## src/rtl/dyn_term_sel.sv

```systemverilog
module dyn_term_sel #(
  parameter int LAT_W = 4
) (
  input  logic             clk,
  input  logic             rst_n,
  input  logic             wr_cmd,
  input  logic             odt_pin,
  input  logic             wlvl_mode,
  input  logic             burst8,
  input  logic [1:0]       wr_term_code,
  input  logic [2:0]       nom_term_code,
  input  logic [LAT_W-1:0] sw_in_lat,
  input  logic [LAT_W-1:0] wr_lat,
  output logic [1:0]       term_sel
);
  localparam int CW = LAT_W + 1;
  localparam logic [1:0] SEL_OFF = 2'b00;
  localparam logic [1:0] SEL_NOM = 2'b01;
  localparam logic [1:0] SEL_WR  = 2'b10;

  logic          busy;
  logic [CW-1:0] s_cnt, e_cnt;
  logic [CW-1:0] end_pt;
  logic          in_win, dyn_ok;

  assign end_pt = CW'(wr_lat) + (burst8 ? CW'(4) : CW'(2));
  assign in_win = busy && (s_cnt >= CW'(sw_in_lat)) && (e_cnt < end_pt);
  assign dyn_ok = (wr_term_code != 2'b00) && !wlvl_mode;

  always_ff @(posedge clk or negedge rst_n) begin
    if (!rst_n) begin
      busy  <= 1'b0;
      s_cnt <= '0;
      e_cnt <= '0;
    end else if (wr_cmd) begin
      busy  <= 1'b1;
      e_cnt <= '0;
      s_cnt <= !busy ? '0 : (&s_cnt ? s_cnt : s_cnt + 1'b1);
    end else if (busy) begin
      if (e_cnt >= end_pt - 1'b1) busy <= 1'b0;
      e_cnt <= e_cnt + 1'b1;
      if (!(&s_cnt)) s_cnt <= s_cnt + 1'b1;
    end
  end

  always_comb begin
    if (!odt_pin)              term_sel = SEL_OFF;
    else if (in_win && dyn_ok) term_sel = SEL_WR;
    else if (nom_term_code != 3'd0) term_sel = SEL_NOM;
    else                       term_sel = SEL_OFF;
  end

  p_odt_off_r1: assert property (@(posedge clk) disable iff (!rst_n)
    !odt_pin |-> term_sel == SEL_OFF);
  p_no_code3_r2: assert property (@(posedge clk) disable iff (!rst_n)
    term_sel != 2'b11);
  p_code0_nowr_r3: assert property (@(posedge clk) disable iff (!rst_n)
    wr_term_code == 2'b00 |-> term_sel != SEL_WR);
  p_extend_r6: assert property (@(posedge clk) disable iff (!rst_n)
    (wr_cmd && in_win) |=> in_win);
  p_wlvl_nowr_r7: assert property (@(posedge clk) disable iff (!rst_n)
    wlvl_mode |-> term_sel != SEL_WR);
  p_idle_after_write_r5: assert property (@(posedge clk) disable iff (!rst_n)
    (!busy && !wr_cmd) |=> !busy);
endmodule

```

## config.mk

```make
export PLATFORM = sky130hd
export DESIGN_NAME = dyn_term_sel
export DESIGN_NICKNAME = d
export VERILOG_FILES = /design/src/rtl/dyn_term_sel.sv
export SDC_FILE = /design/constraint.sdc
export NUM_CORES = 1
export LEC_CHECK = 0
export BUFFER_PORTS_ARGS = -buffer_cell sky130_fd_sc_hd__buf_4
export CORE_ASPECT_RATIO = 1.4
export CORE_MARGIN = 2
export CORE_UTILIZATION = 45
export DETAILED_ROUTE_END_ITERATION = 7
export PLACE_DENSITY = 0.79
export SLEW_MARGIN = 20
export SYNTH_ARGS = -nofsm -noshare
export SYNTH_HDL_FRONTEND = slang
export SYNTH_SLANG_ARGS = --single-unit
```

## constraint.sdc

```tcl
create_clock -name clk -period 3.45 [get_ports clk]
set_input_delay 0.5175 -clock clk [delete_from_list [all_inputs] [get_ports clk]]
set_output_delay 0.5175 -clock clk [all_outputs]
set_load 0.005 [all_outputs]
```

# ---- Yosys cells after proc, flatten, opt, wreduce, memory -nomap -nowiden
# Cells that the tools add are included.
dict set report classes {
  n_reduce_logical 9
  magnitude_cmp 3
  mux 13
  addsub 4
}
# cell count
set ops {}
lappend ops {{5-bit 2-to-1 mux} 6}
lappend ops {{5-bit by 1-bit adder with 5-bit output, second input constant} 2}
lappend ops {{4-bit by 3-bit adder with 5-bit output} 1}
lappend ops {{5-bit by 4-bit greater-or-equal comparator with 1-bit output} 1}
lappend ops {{5-bit greater-or-equal comparator} 1}
lappend ops {{5-bit less-than comparator} 1}
lappend ops {{5-bit AND reduction} 1}
lappend ops {{5-bit by 1-bit subtractor with 5-bit output, second input constant} 1}
lappend ops {{1-bit logical AND} 4}
lappend ops {{1-bit 2-to-1 mux} 4}
lappend ops {{2-bit 2-to-1 mux} 2}
lappend ops {{2-bit nonzero test} 2}
lappend ops {{3-bit 2-to-1 mux} 1}
lappend ops {{3-bit nonzero test} 1}
lappend ops {{1-bit zero test} 1}
dict set report totals {
  out_inout_bits 2
  input_bits 19
  word_cells 32
  ff_bits 11
}

# ---- Logic depth before layout (Yosys ltp)
dict set report depth {
  depth_word 7
  depth_mapped 11
}

# ---- Worst setup path before layout
# Ideal clock, no wire load.
dict set report synth_path {
  path_type {input to output}
  startpoint {input port burst8}
  endpoint {output port term_sel[1]}
  required_ps 2932
  cell_stages 9
  arrival_time_ps 2150
  setup_slack_ps 783
  cell_sequence {inv_1 -> ha_1 -> inv_1 -> fa_1 -> ha_1 -> a21oi_1 -> o21ai_0 -> a31oi_1 -> and3_1}
}
dict set report synth_via {
  elab_chain_cells 7
}
# item line_no
set synth_lines {}
lappend synth_lines {{start, declared} 9} ;# input logic burst8,
lappend synth_lines {{3-bit 2-to-1 mux} 26} ;# assign end_pt = CW'(wr_lat) + (burst8 ? CW'(4) : CW'(2));
lappend synth_lines {{4-bit by 3-bit adder with 5-bit output} 26}
lappend synth_lines {{5-bit less-than comparator} 27} ;# assign in_win = busy && (s_cnt >= CW'(sw_in_lat)) && (e_cnt < end_pt);
lappend synth_lines {{1-bit logical AND} 27}
lappend synth_lines {{1-bit logical AND} 48} ;# else if (in_win && dyn_ok) term_sel = SEL_WR;
lappend synth_lines {{2-bit 2-to-1 mux} 48}
lappend synth_lines {{2-bit 2-to-1 mux} 47} ;# if (!odt_pin) term_sel = SEL_OFF;
lappend synth_lines {{end, declared} 14} ;# output logic [1:0] term_sel
# Every way passes these cells.

# ---- Final worst setup path
# Same ends and word-level chain as after synthesis.

==> run summary <==
Final ANT Viol Nets: 0
largest net degree at the start of global routing: 17
post-CTS setup buffer count: 0
FILL cells: 173
initial antenna violation count: 0
I/O pin count: 21
CTS tree: done
Die Wd: 43.1 µm
design area: 1160 µm²
DRT Wirelength: 1960 µm
first-pass GRT wire length: 3440 µm
Post-synth ARST share: 1.00
placed insts: 146
Post-synth EDFFs: 0
Arr. time, crit path: 2.48 ns
gr usage total: 0.182
Cell Count, Final, Fillers Out: 150
synth warn: 0
die area: 2530 µm²
Max VDD drop: 0.385 mV
DR vias: 838
CTS resizes: 0
Finish-stage setup viols: 0
RSZ-0062 raised after global routing: false
worst-path maximum fanout: 4
die height: 58.7 µm
Max H-tree Level: 1
Clock Skew: 0.00185 ns
synthesized instance count: 107
vias per inst: 5.59
synth top area cells: dfrtp_1, ha_1, xor2_1, inv_1, a21oi_1
Hold Path Class: in -> async
path depth of the worst reg2reg path: 6
Post-layout nets: 169
# rows: 19
fmax: 333 MHz
Post-DP HPWL: 1640 µm
final core occ: 0.580
CP required: 2.93 ns
top-count cell post-synth: ha_1
# port buffers: 20
R2R Setup Slk: 1.93 ns
Initial Util: 0.482
most common flop cell mapped by yosys: dfrtp_1
post-synthesis sequential area ratio: 0.286
Fin. Hold Viols: 0
top cells by count, synth: ha_1, dfrtp_1, inv_1
reg2reg start: e_cnt[0]
core box area: 2000 µm²
critical path class: in -> out
Slew Limit Fails: 0
Worst Max-Slew Pin Slew: 0.516 ns
Max Cap Viol: 0
Synth Net Count: 146
DRT iter0 DRCs: 13
Clk pin slew, worst setup/hold paths: 0.07 ns
Synth cell types: 27
period utilisation layout: 0.870
Area growth syn-to-layout: 20.1%
Critical Path Start Type: primary input
number of global-route vias before repair: 832
status: complete, no violations
number of inserted diodes: 0
Pwr Density: 546 nW/µm²
routed wire length per instance: 13.1 µm
clock buffer depth: 2
GR Overflow Total: 0
Tmin final: 3.00 ns
share of the synthesized area in the top cell type: 0.286
DRC viols: 0
DRT Pass-1 Iters: 4
CP Capture Type: primary output
Num CTS Buffers: 3
Syn Area/Cell: 9.00 µm²
placed cell areas: 1130 µm²
CTS root buf: clkbuf_4
Synth area leader: dfrtp_1
RePlAce Congestion: 0.717
clock sinks: 11
end of the worst register-to-register path: busy
Worst-Skew Late Latency: 0.27 ns
Fin Setup TNS: 0 ns
Mapped Area: 963 µm²
cts hold-fix bufs: 0
Pleak: 0.622 nW
layout cells sized above 1: 0.186
synthesis-stage register bit count: 11
worst slew margin relative to its limit: 0.656
## worst max-delay path by stage
| stage | depth (start not counted) | start | to | slack [ns] |
|---|---|---|---|---|
| after CTS | 11 | burst8 | term_sel[1] | 0.45 |
| final | 11 | burst8 | term_sel[1] | 0.45 |
| after global placement | 11 | burst8 | term_sel[1] | 0.52 |
| after floorplan | 9 | burst8 | term_sel[1] | 0.78 |
| after global routing | 11 | burst8 | term_sel[1] | 0.30 |
| after detailed placement | 11 | burst8 | term_sel[1] | 0.46 |
## placed cells by master (no fill, tap or decap), types with 3 or more instances in the layout
master,n
clkbuf_4,3
o21ai_0,6
inv_1,11
xnor2_1,3
a21oi_1,8
nand2b_1,3
nand3_1,6
nand4_1,3
nand2_1,7
ha_1,19
nor2_1,8
xor2_1,5
a21o_1,3
buf_4,20
dfrtp_1,11
## report_power, final
group          internal [mW]  switching (mW)  total, mW
combinational          0.156           0.130      0.285
clock                 0.0449          0.0463     0.0911
sequential             0.176          0.0800      0.256
## sequential cells by signal (all words and copies together), names as in the netlist
name,flops
e_cnt,5
s_cnt,5
busy,1
## cells by family (layout without fill, tap and decap cells)
family          count (synthesis)  after routing  share of synthesized area
simple gates                   30             30                      0.155
compound gates                 23             23                      0.145
fa+ha+maj                      20             20                      0.268
buf+inv                        13             35                     0.0519
flops                          11             11                      0.286
xor+xnor                        8              8                     0.0727
mux                             2              2                     0.0221
## critical path, stage by stage
cell	delay, ns
buf_4	0.12
inv_1	0.09
ha_1	0.18
inv_1	0.05
fa_1	0.51
ha_1	0.32
a21oi_1	0.13
o21ai_0	0.09
a31oi_1	0.20
and3_1	0.18
buf_4	0.10
## through the flow
step | hold slack, ns | total power, mW | worst slack, ns
2_1_floorplan | 0.222 | 0.458 | 0.783
3_3_place_gp | 0.359 | 0.525 | 0.521
3_5_place_dp | 0.361 | 0.546 | 0.459
4_1_cts | 0.0602 | 0.639 | 0.453
5_1_grt | 0.0595 | 0.704 | 0.302
6_report | 0.0611 | 0.632 | 0.449
## routing by layer
| metal | share of wire | vias to the layer above | GRT usage |
|---|---|---|---|
| li1 | - | 421 | - |
| met1 | 0.39 | 390 | 0.195 |
| met2 | 0.55 | 25 | 0.341 |
| met3 | 0.051 | 2 | 0.0307 |
| met4 | 0.0056 | 0 | 0.0779 |
| met5 | 0 | - | 0 |
## final cells by class
type / instances / area [µm²] / share of cell area
inverters: 11 / 41.3 / 0.0357
flip-flops and latches: 11 / 275 / 0.238
repair buffers: 20 / 150 / 0.130
well taps: 21 / 26.3 / 0.0227
multi-input cells: 83 / 638 / 0.551
clock buffers: 4 / 26.3 / 0.0227
Power figures use the tool's default switching activity.
